<file path="src/rtl/mag_cmp_pkg.sv">
package mag_cmp_pkg;

    localparam int NIB_W = 4;

    typedef struct packed {
        logic gt;
        logic lt;
        logic eq;
    } cmp_flags_t;

    localparam cmp_flags_t CASC_SEED = 3'b001;
    localparam cmp_flags_t FLAGS_ABOVE = 3'b100;
    localparam cmp_flags_t FLAGS_BELOW = 3'b010;

endpackage

</file>
<file path="src/rtl/mag_cmp_msd.sv">
module mag_cmp_msd #(
    parameter int W = 4
) (
    input  logic [W-1:0] a_val,
    input  logic [W-1:0] b_val,
    output logic         differ,
    output logic         a_high
);

    logic [W-1:0] diff_bits;

    assign diff_bits = a_val ^ b_val;

    // Scan upward so that the highest differing position wins.
    always_comb begin
        differ = 1'b0;
        a_high = 1'b0;
        for (int i = 0; i < W; i++) begin
            if (diff_bits[i]) begin
                differ = 1'b1;
                a_high = a_val[i];
            end
        end
    end

endmodule

</file>
<file path="src/rtl/mag_cmp_resolve.sv">
module mag_cmp_resolve
    import mag_cmp_pkg::*;
(
    input  logic       differ,
    input  logic       a_high,
    input  cmp_flags_t casc_in,
    output cmp_flags_t result
);

    always_comb begin
        if (differ) begin
            result = a_high ? FLAGS_ABOVE : FLAGS_BELOW;
        end else begin
            // Equal operands: equal input dominates, otherwise each flag
            // rises unless the opposite cascade flag is present.
            result.eq = casc_in.eq;
            result.gt = !casc_in.eq && !casc_in.lt;
            result.lt = !casc_in.eq && !casc_in.gt;
        end
    end

endmodule

</file>
<file path="src/rtl/mag_cmp_slice.sv">
module mag_cmp_slice
    import mag_cmp_pkg::*;
#(
    parameter int SLICE_W = NIB_W
) (
    input  logic [SLICE_W-1:0] a_nib,
    input  logic [SLICE_W-1:0] b_nib,
    input  logic               in_gt,
    input  logic               in_lt,
    input  logic               in_eq,
    output logic               out_gt,
    output logic               out_lt,
    output logic               out_eq
);

    logic       differ;
    logic       a_high;
    cmp_flags_t casc_flags;
    cmp_flags_t res_flags;

    assign casc_flags.gt = in_gt;
    assign casc_flags.lt = in_lt;
    assign casc_flags.eq = in_eq;

    mag_cmp_msd #(.W(SLICE_W)) u_msd (
        .a_val  (a_nib),
        .b_val  (b_nib),
        .differ (differ),
        .a_high (a_high)
    );

    mag_cmp_resolve u_resolve (
        .differ  (differ),
        .a_high  (a_high),
        .casc_in (casc_flags),
        .result  (res_flags)
    );

    assign out_gt = res_flags.gt;
    assign out_lt = res_flags.lt;
    assign out_eq = res_flags.eq;

endmodule

</file>
<file path="src/rtl/mag_cmp_chain.sv">
module mag_cmp_chain
    import mag_cmp_pkg::*;
#(
    parameter  int N_SLICES = 4,
    localparam int WORD_W   = N_SLICES * NIB_W
) (
    input  logic [WORD_W-1:0] a_word,
    input  logic [WORD_W-1:0] b_word,
    output logic              a_gt,
    output logic              a_lt,
    output logic              a_eq
);

    logic [N_SLICES:0] rip_gt;
    logic [N_SLICES:0] rip_lt;
    logic [N_SLICES:0] rip_eq;

    assign rip_gt[0] = CASC_SEED.gt;
    assign rip_lt[0] = CASC_SEED.lt;
    assign rip_eq[0] = CASC_SEED.eq;

    for (genvar g = 0; g < N_SLICES; g++) begin : g_slice
        mag_cmp_slice #(.SLICE_W(NIB_W)) u_slc (
            .a_nib  (a_word[g*NIB_W +: NIB_W]),
            .b_nib  (b_word[g*NIB_W +: NIB_W]),
            .in_gt  (rip_gt[g]),
            .in_lt  (rip_lt[g]),
            .in_eq  (rip_eq[g]),
            .out_gt (rip_gt[g+1]),
            .out_lt (rip_lt[g+1]),
            .out_eq (rip_eq[g+1])
        );
    end

    assign a_gt = rip_gt[N_SLICES];
    assign a_lt = rip_lt[N_SLICES];
    assign a_eq = rip_eq[N_SLICES];

endmodule

</file>
<file path="config.mk">
export PLATFORM = sky130hd
export DESIGN_NAME = mag_cmp_chain
export DESIGN_NICKNAME = d
export VERILOG_FILES = /design/src/rtl/mag_cmp_pkg.sv /design/src/rtl/mag_cmp_msd.sv /design/src/rtl/mag_cmp_resolve.sv /design/src/rtl/mag_cmp_slice.sv /design/src/rtl/mag_cmp_chain.sv
export SDC_FILE = /design/constraint.sdc
export NUM_CORES = 1
export LEC_CHECK = 0
export BUFFER_PORTS_ARGS = -buffer_cell sky130_fd_sc_hd__buf_2
export CORE_AREA = 2 2 39 41
export DETAILED_ROUTE_END_ITERATION = 16
export DIE_AREA = 0 0 41 43
export PLACE_DENSITY = 0.9
export SYNTH_ARGS = -nofsm -noshare
export SYNTH_HDL_FRONTEND = slang
export SYNTH_HIERARCHICAL = 1
export SYNTH_SLANG_ARGS = --single-unit
</file>
<file path="constraint.sdc">
create_clock -name vclk -period 5.7
set_clock_uncertainty 0.1 [all_clocks]
set_input_delay 0.285 -clock vclk [all_inputs]
set_output_delay 0.285 -clock vclk [all_outputs]
set_load 0.02 [all_outputs]
</file>
**Yosys cells after proc, flatten, opt, wreduce, memory -nomap -nowiden**

Index checks and enable logic that the tools add are counted.

- Register bits: 0
- Input bits: 32

- Mux-type cells: 40
- Bitwise operators: 4
- Reductions and logical operators: 15

Operator list:

| cell | count |
|---|---|
| two-way mux 1 bit | 32 |
| two-way mux 3 bit | 8 |
| XOR 4 bit | 4 |
| logical NOT 1 bit | 9 |
| logical AND 1 bit | 6 |

**Longest topological paths before layout**

Gate-level depths: netlist of run 1.

- Depth after elaboration: 16
- Gate-level depth with buffers: 11
- Mapped depth without buffers: 11

**Hierarchy**

Netlist of run 1, hierarchy kept.

By module, submodules not included:

| module | times used | cells an instance | area each (µm²) |
|---|---|---|---|
| mag_cmp_msd | 4 | 16 | 116.4 |
| mag_cmp_resolve | 4 | 5 | 31.3 |
| mag_cmp_chain | 1 | 2 | 7.5 |

**Worst setup path before layout of run 1**

No wires, ideal clock.

- Path type: input to output
- From: input b_word[0]
- To: output a_lt
- Data arrival time: 2307 ps
- Setup slack: 3008 ps
- Stages: 9
- Cell sequence: inv_1 -> ha_1 -> nand3_1 -> or4b_1 -> o21a_1 -> o31ai_1 -> nor2_1 -> o21a_1 -> o31ai_1

RTL lines:

| item | line | RTL |
|---|---|---|
| from (decl) | mag_cmp_chain.sv:8 | `input logic [WORD_W-1:0] b_word,` |
| XOR 4 bit | mag_cmp_msd.sv:12 | `assign diff_bits = a_val ^ b_val;` |
| two-way mux 1 bit (4 in series) | mag_cmp_msd.sv:19 | `if (diff_bits[i]) begin` |
| net g_slice[0].u_slc.differ | mag_cmp_slice.sv:16 | `logic differ;` |
| two-way mux 3 bit | mag_cmp_resolve.sv:11 | `if (differ) begin` |
| net rip_gt[1] | mag_cmp_chain.sv:14 | `logic [N_SLICES:0] rip_gt;` |
| logical NOT 1 bit | mag_cmp_resolve.sv:18 | `result.lt = !casc_in.eq && !casc_in.gt;` |
| logical AND 1 bit | mag_cmp_resolve.sv:18 |  |
| two-way mux 3 bit | mag_cmp_resolve.sv:11 |  |
| net rip_lt[2] | mag_cmp_chain.sv:15 | `logic [N_SLICES:0] rip_lt;` |
| logical NOT 1 bit | mag_cmp_resolve.sv:17 | `result.gt = !casc_in.eq && !casc_in.lt;` |
| logical AND 1 bit | mag_cmp_resolve.sv:17 |  |
| two-way mux 3 bit | mag_cmp_resolve.sv:11 |  |
| net rip_gt[3] | mag_cmp_chain.sv:14 |  |
| logical NOT 1 bit | mag_cmp_resolve.sv:18 |  |
| logical AND 1 bit | mag_cmp_resolve.sv:18 |  |
| two-way mux 3 bit | mag_cmp_resolve.sv:11 |  |
| to (decl) | mag_cmp_chain.sv:10 | `output logic a_lt,` |

The timed path passes the listed nets, and every way through them passes these cells.

**Final worst setup path of run 1**

- From: input b_word[0]
- To: output a_lt

RTL lines:

| item | line | RTL |
|---|---|---|
| XOR 4 bit | mag_cmp_msd.sv:12 |  |
| two-way mux 1 bit (4 in series) | mag_cmp_msd.sv:19 |  |
| net g_slice[0].u_slc.differ | mag_cmp_slice.sv:16 |  |
| two-way mux 3 bit | mag_cmp_resolve.sv:11 |  |
| net rip_eq[1] | mag_cmp_chain.sv:16 | `logic [N_SLICES:0] rip_eq;` |
| two-way mux 3 bit | mag_cmp_resolve.sv:11 |  |
| net rip_eq[2] | mag_cmp_chain.sv:16 |  |
| logical NOT 1 bit | mag_cmp_resolve.sv:17 |  |
| logical AND 1 bit | mag_cmp_resolve.sv:17 |  |
| two-way mux 3 bit | mag_cmp_resolve.sv:11 |  |
| net rip_gt[3] | mag_cmp_chain.sv:14 |  |
| logical NOT 1 bit | mag_cmp_resolve.sv:18 |  |
| logical AND 1 bit | mag_cmp_resolve.sv:18 |  |
| two-way mux 3 bit | mag_cmp_resolve.sv:11 |  |

The timed path passes the listed nets, and every way through them passes these cells.

==> results of run 1 <==
## logic make-up after synthesis
| group | after synthesis | share of synthesized area [%] |
|---|---|---|
| buf+inv | 8 | 5.02 |
| other cells | 2 | 1.26 |
| compound gates | 20 | 25.1 |
| simple gates | 52 | 60.3 |
| fa+ha+maj | 4 | 8.37 |
## power by group through the flow
stage | logic, W | registers [W] | clock network, W
2_1_floorplan | 0.0000352 | 0 | 0
3_3_place_gp | 0.0000531 | 0 | 0
3_5_place_dp | 0.0000561 | 0 | 0
4_1_cts | 0.0000564 | 0 | 0
5_1_grt | 0.0000639 | 0 | 0
6_report | 0.0000560 | 0 | 0
## cell type report
cell class / instances / area (sq um)
inverters: 8 / 30.0
multi-input cells: 81 / 579
well taps: 16 / 20.0
repair buffers: 35 / 175
fillers: 134 / 579
## stage by stage
stage               std cells  utilization [%]  hold slack [ns]  cell area, sq um
global route              140             58.1             1.11               805
finish                    140             58.1             1.07               805
global placement          140             58.1             1.04               805
detailed placement        140             58.1             1.06               805
CTS                       140             58.1             1.07               805
floorplan                  89                -            0.838               609
## synthesized netlist by cell type
library cell,count,area (sq um)
nand2b_1,16,100
inv_1,8,30.0
nor3_1,4,20.0
o31ai_1,4,30.0
nor2b_1,8,50.1
ha_1,4,50.1
nand3_1,4,20.0
or2b_1,8,60.1
or4b_1,4,40.0
nor2_1,4,15.0
o21a_1,4,30.0
o21ai_0,4,20.0
conb_1,2,7.51
a2111oi_0,8,70.1
nor2b_4,4,55.1
## critical path: cells and delay by family
| family | cells | cell delay (ns) |
|---|---|---|
| AND/OR/NAND/NOR | 5 | 1.13 |
| AO/OA/AOI/OAI | 2 | 0.38 |
| adder cells (fa/ha/maj) | 1 | 0.26 |
| buffers and inverters | 3 | 0.30 |
## path summary, 6_finish.rpt
kind	to	slack (ns)	cells past startpoint
min	a_eq	1.07	5
max	a_lt	2.95	11
## routing by layer
layer / vias up / wire, um / track usage [%]
li1: 381 / - / -
met1: 315 / 497 / 16.8
met2: 21 / 796 / 38.8
met3: 0 / 66 / 0
met4: 0 / 0 / 0
met5: - / 0 / 0
==> impl_metrics.csv, run 1 <==
group,metric,value,unit
power,swShare,48.4,%
power,power_density,69.6,nW/um^2
setup_path,worst_path_max_delay_cell,"or4b_1",
setup_path,crit_arrival,2.36,ns
min_path,hold_class,"input port to output pin",
sta,min_period_over_period,48.2,%
sta,max_freq,364,MHz
floorplan,initial_utilization,43.2,%
global_routing,grt_usage,17.7,%
synthesis,netlist_instances,86,
setup_path,path_class,"input port to output pin",
layout,nClkBuffers,0,
layout,syn2layout_area_growth,34.5,%
floorplan,rows,14,
global_routing,grt_pass1_vias,664,
routing,vias_per_cell,5.12,
sta,finalSetupViolations,0,
job,cap_viol_max_count,0,
sta,setup-tns-final,0,ns
routing,postRouteAntennaNets,0,
setup_path,worstSetupStartpoint,"b_word[0]",
setup_path,cp_max_fo,4,
min_path,hold_start,"b_word[13]",
routing,detail_route.wirelength,1.36,mm
setup_path,cp_slowest_stage_delay,0.57,ns
synthesis,synth_area,598,sq um
setup_path,cp.required,5.32,ns
sta,min_period,2.75,ns
layout,diodes,0,
setup_path,start_kind,"input port",
routing,routed-via-count,717,
layout,nNetsFinal,162,
global_routing,grt_remaining_overflow,0,
status,status,"finished, final reports clean",
routing,route.detailed.drc,0,
global_routing,antenna_found_initial,0,
layout,seqCellArea,0,sq um
clock_tree,ctsHoldBuffers,0,
global_routing,grt_max_degree,5,
synthesis,postSynthAreaPerCell,6.95,sq um
synthesis,post_synth_num_cell_types,15,
global_routing,grt_pass1_wl,2.35,mm
routing,wl_per_cell,9.71,um
synthesis,synth_seq_area_share,0,%
power,p_comb_share,100.0,%
power,power.total,0.0000560,W
sta,rsz0062_at_grt,"no",
clock_tree,post_cts_resize_count,0,
power,ir_worst_vdd,0.0000292,V
routing,first_pass_iters,4,
setup_path,crit_chain,"buf_2 > inv_1 > ha_1 > nand3_1 > or4b_1 > nor2b_1 > nor2b_1 > nor2_1 > o21a_1 > o31ai_1 > buf_2",
layout,layout_commonest_cell,"buf_2",
layout,sequential_cell_total,0,
placement,dp_hpwl,1.29,mm
synthesis,yosysWarnings,6,
layout,layout_common_cells,"buf_2 (35), nand2b_1 (16)",
power,p_int,0.0000289,W
power,p_seq_share,0,%
layout,drive_above_1_share,31.5,%
power,clkPwrFrac,0,%
floorplan,die_area,1760,sq um
routing,drt_iter0_drc,8,
placement,gp_congestion,0.697,
sta,hold_violations,0,
power,p_switching,0.0000271,W
floorplan,io_pins,35,
sta,finalWorstSetupSlack,2.95,ns
placement,port-buffer-count,35,
power,p_leak,0.414,nW
floorplan,die_h,43,um
sta,finalMaxSlewViolations,0,
placement,dp_slack,2.93,ns
setup_path,end_kind,"output pin",
floorplan,coreArea,1380,sq um
clock_tree,cts_setup_buffers,0,
floorplan,die_w,41,um
No activity file was read; power rests on OpenSTA's default activity.
==> inputs of run 2 (changes only) <==
Clock period 5.7 ns to 2.6 ns, I/O delays scaled along.
==> run 2 against run 1 <==
Against the previous run:
- utilization up 0.45 points
- first-iteration DRC count grew 13%
- flip-flop and latch count unchanged
- via count up 1.1%
- hold slack worse by 0.32 ns
- global-route usage fell by 1.0 points
- critical path type unchanged
==> impl_metrics.csv, run 2 (synthesized netlist as in run 1, its figures left out) <==
group,metric,value,unit
status,status,"finished, final reports clean",
global_routing,grt_pass1_vias,641,
setup_path,cp.required,2.37,ns
routing,drt_iter0_drc,9,
global_routing,grt_remaining_overflow,0,
layout,nClkBuffers,0,
clock_tree,cts_setup_buffers,0,
clock_tree,ctsHoldBuffers,0,
layout,diodes,0,
routing,detail_route.wirelength,1.31,mm
routing,first_pass_iters,4,
layout,layout_commonest_cell,"buf_2",
global_routing,antenna_found_initial,0,
floorplan,die_w,41,um
layout,fillers,143,
layout,seqCellArea,0,sq um
sta,hold_violations,0,
floorplan,rows,14,
sta,min_period_over_period,90.2,%
routing,postRouteAntennaNets,0,
placement,dp_hpwl,1.24,mm
routing,routed-via-count,725,
power,ir_worst_vdd,0.0000668,V
power,p_seq_share,0,%
floorplan,die_h,43,um
setup_path,start_kind,"input port",
layout,multiInputGateArea,586,sq um
sta,max_freq,426,MHz
routing,vias_per_cell,5.18,
layout,layout_common_cells,"buf_2 (35), nand2b_1 (16), a2111oi_0 (8), inv_1 (8), or2b_1 (8)",
placement,gp_congestion,0.697,
routing,route.detailed.drc,0,
power,p_switching,0.0000588,W
routing,wl_per_cell,9.39,um
setup_path,crit_arrival,2.12,ns
global_routing,grt_usage,16.7,%
power,p_int,0.0000643,W
sta,min_period,2.35,ns
setup_path,end_kind,"output pin",
power,p_comb_share,100.0,%
min_path,hold_class,"input port to output pin",
setup_path,path_class,"input port to output pin",
sta,rsz0062_at_grt,"no",
sta,finalMaxSlewViolations,0,
layout,syn2layout_area_growth,35.6,%
power,clkPwrFrac,0,%
power,swShare,47.8,%
layout,nNetsFinal,162,
global_routing,grt_pass1_wl,2.24,mm
sta,finalSetupViolations,0,
power,power_density,152,nW/um^2
floorplan,coreArea,1380,sq um
sta,hold_slack,0.753,ns
placement,port-buffer-count,35,
floorplan,initial_utilization,43.2,%
power,p_leak,0.417,nW
setup_path,cp_max_fo,4,
floorplan,io_pins,35,
layout,drive_above_1_share,33.1,%
floorplan,die_area,1760,sq um
global_routing,grt_max_degree,5,
sta,setup-tns-final,0,ns
job,cap_viol_max_count,0,
layout,sequential_cell_total,0,
run 2: cell counts in the layout (fill, tap and decap cells not counted):
Identical to the previous run, type by type.
run 2: critical path, stage by stage:
cell and delay, ns:
buf_2 0.07, inv_1 0.03, ha_1 0.26, nand3_1 0.06, or4b_4 0.54, nor2b_2 0.17, nor2b_1 0.21, nor2_1 0.07
o21a_1 0.17, o31ai_1 0.19, buf_2 0.20
run 2: metrics by stage:
| step | power (W) | cells | cell area, sq um | utilization, % | setup slack (ns) |
|---|---|---|---|---|---|
| final | 0.000123 | 140 | 811 | 58.6 | 0.254 |
| after global routing | 0.000141 | 140 | 811 | 58.6 | 0.0232 |
| after CTS | 0.000123 | 140 | 805 | 58.1 | 0.145 |
| after detailed placement | 0.000123 | 140 | 805 | 58.1 | 0.155 |
| after global placement | 0.000116 | 140 | 805 | 58.1 | 0.257 |
| after floorplan | 0.0000772 | 89 | 609 | - | 0.218 |
run 2: layer usage:
metal,global-route usage (%),wire [um],vias to the layer above
met3,0,98,0
li1,-,-,381
met2,36.3,737,26
met5,0,0,-
met1,16.1,478,318
met4,0,0,0
run 2: path summary, 6_finish.rpt:
kind	to	cells after the start	start	slack [ns]
max	a_lt	11	b_word[0]	0.25
min	a_eq	5	b_word[13]	0.75
run 2: area by class of cell:
class              count  area share, %
well taps             16           2.47
multi-input cells     81           72.2
repair buffers        35           21.6
inverters              8           3.70
run 2: timing repair:
item | 4_1_cts | 5_1_grt
endpoints found under the hold margin | 0 | 0
gates resized for setup | 0 | 2
setup endpoints to repair | 0 | 2
run 2: power groups by stage:
stage                     Combinational (W)  Sequential (W)  Clock (W)
after global placement             0.000116               0          0
final                              0.000123               0          0
after detailed placement           0.000123               0          0
after floorplan                   0.0000772               0          0
after CTS                          0.000123               0          0
after global routing               0.000141               0          0
==> inputs of run 3 (changes only) <==
Settings changed: CORE_AREA 2 2 39 41 to not set, CORE_ASPECT_RATIO set to 0.9, CORE_MARGIN set to 1.5, CORE_UTILIZATION set to 35, DIE_AREA 0 0 41 43 to not set, PLACE_DENSITY 0.9 to 0.74.
==> run 3 against run 2 <==
Against the previous run:
- sequential share of layout area stayed put
- hold slack better by 0.024 ns
- first-iteration DRC count is 44% lower
- die area is 12% higher
- combinational power hardly changed
- design area is 0.15% higher
- maximum frequency is 1.6% lower
- non-clock buffer count stayed put
- worst setup slack worse by 0.039 ns
- flip-flop and latch count stayed put
- critical path type unchanged
- critical endpoint unchanged
- largest cell class unchanged
- largest power group unchanged
==> impl_metrics.csv, run 3 (synthesized netlist as in run 1, its figures left out) <==
group,metric,value,unit
routing,routed-via-count,711,
global_routing,busiest_layer,"met2",
setup_path,start_kind,"input port",
layout,drive_above_1_share,31.5,%
power,clkPwrFrac,0,%
setup_path,path_class,"input port to output pin",
setup_path,worst_path_max_delay_cell,"or4b_1",
sta,max_freq,419,MHz
placement,dp_hpwl,1.18,mm
global_routing,grt_pass1_wl,2.25,mm
placement,port-buffer-count,35,
layout,syn2layout_area_growth,35.8,%
layout,layout_common_cells,"buf_2 (35), nand2b_1 (16)",
sta,hold_violations,0,
floorplan,initial_utilization,39.5,%
sta,setup-tns-final,0,ns
placement,dp_slack,0.206,ns
global_routing,grt_pass1_vias,640,
routing,first_pass_iters,4,
routing,postRouteAntennaNets,0,
power,p_switching,0.0000578,W
floorplan,die_area,1970,sq um
routing,route.detailed.drc,0,
global_routing,grt_use_met1,17.2,%
setup_path,crit_chain,"buf_2 > ha_1 > nand3_1 > or4b_1 > nor2b_1 > nor2b_1 > nor2_1 > o21a_1 > o31ai_1 > buf_2",
power,swShare,47.8,%
clock_tree,ctsHoldBuffers,0,
layout,nNetsFinal,162,
power,p_int,0.0000633,W
global_routing,grt_max_degree,5,
setup_path,cp.depth,10,
min_path,hold_class,"input port to output pin",
sta,finalMaxSlewViolations,0,
global_routing,use_met2,27.5,%
sta,min_period_over_period,91.7,%
layout,sequential_cell_total,0,
floorplan,coreArea,1510,sq um
setup_path,cp.required,2.37,ns
routing,detail_route.wirelength,1.26,mm
setup_path,path_buf_inv,2,
power,p_leak,0.414,nW
global_routing,antenna_found_initial,0,
floorplan,io_pins,35,
clock_tree,post_cts_resize_count,0,
layout,nClkBuffers,0,
floorplan,rows,13,
power,ir_worst_vdd,0.0000652,V
clock_tree,cts_setup_buffers,0,
floorplan,die_w,46.6,um
setup_path,cp_slowest_stage_delay,0.57,ns
global_routing,grt_remaining_overflow,0,
job,cap_viol_max_count,0,
sta,rsz0062_at_grt,"no",
status,status,"finished, final reports clean",
floorplan,die_h,42.2,um
layout,seqCellArea,0,sq um
power,power_density,149,nW/um^2
setup_path,cp_max_fo,4,
sta,finalWorstSetupSlack,0.215,ns
layout,layout_commonest_cell,"buf_2",
sta,finalSetupViolations,0,
global_routing,grt_usage,14.0,%
global_routing,met3_usage,0,%
sta,min_period,2.39,ns
min_path,hold_depth,5,
setup_path,crit_family,"simple AND/OR/NAND/NOR gates",
routing,drt_iter0_drc,5,
setup_path,end_kind,"output pin",
routing,wl_per_cell,8.64,um
power,p_seq_share,0,%
placement,gp_congestion,0.690,
power,p_comb_share,100.0,%
setup_path,crit_arrival,2.16,ns
routing,vias_per_cell,4.87,
layout,diodes,0,
run 3: cell counts in the layout (fill, tap and decap cells not counted):
No cell type changed its count.
run 3: stage by stage:
| stage | hold slack, ns | util [%] | instances | total power (W) | area [sq um] |
|---|---|---|---|---|---|
| 2_1_floorplan | 0.528 | - | 89 | 0.0000772 | 609 |
| 5_1_grt | 0.845 | 53.7 | 146 | 0.000140 | 812 |
| 3_3_place_gp | 0.737 | 53.7 | 146 | 0.000118 | 812 |
| 3_5_place_dp | 0.782 | 53.7 | 146 | 0.000121 | 812 |
| 4_1_cts | 0.788 | 53.7 | 146 | 0.000122 | 812 |
| 6_report | 0.777 | 53.7 | 146 | 0.000121 | 812 |
run 3: power groups by stage:
stage	clock network [W]	registers [W]	logic, W
after floorplan	0	0	0.0000772
after detailed placement	0	0	0.000121
final	0	0	0.000121
after global placement	0	0	0.000118
after global routing	0	0	0.000140
after CTS	0	0	0.000122
run 3: layout make-up:
class,count,area [sq um]
Fill cell,164,701
Multi-Input combinational cell,81,579
Timing Repair Buffer,35,175
Inverter,8,30.0
Tap cell,22,27.5
run 3: tightest hold or removal path, cell delays in order:
cell and delay, ns:
buf_2 0.09, nand2b_1 0.08, or4b_1 0.23, nor2b_1 0.06, buf_2 0.15
run 3: final timing paths:
path,startpoint,endpoint,slack [ns]
max,a_word[0],a_lt,0.21
min,b_word[13],a_eq,0.78
run 3: layer usage:
metal	routed length (um)	vias to the layer above
met5	0	-
met4	0	0
met3	70	0
met2	631	18
met1	559	312
li1	-	381
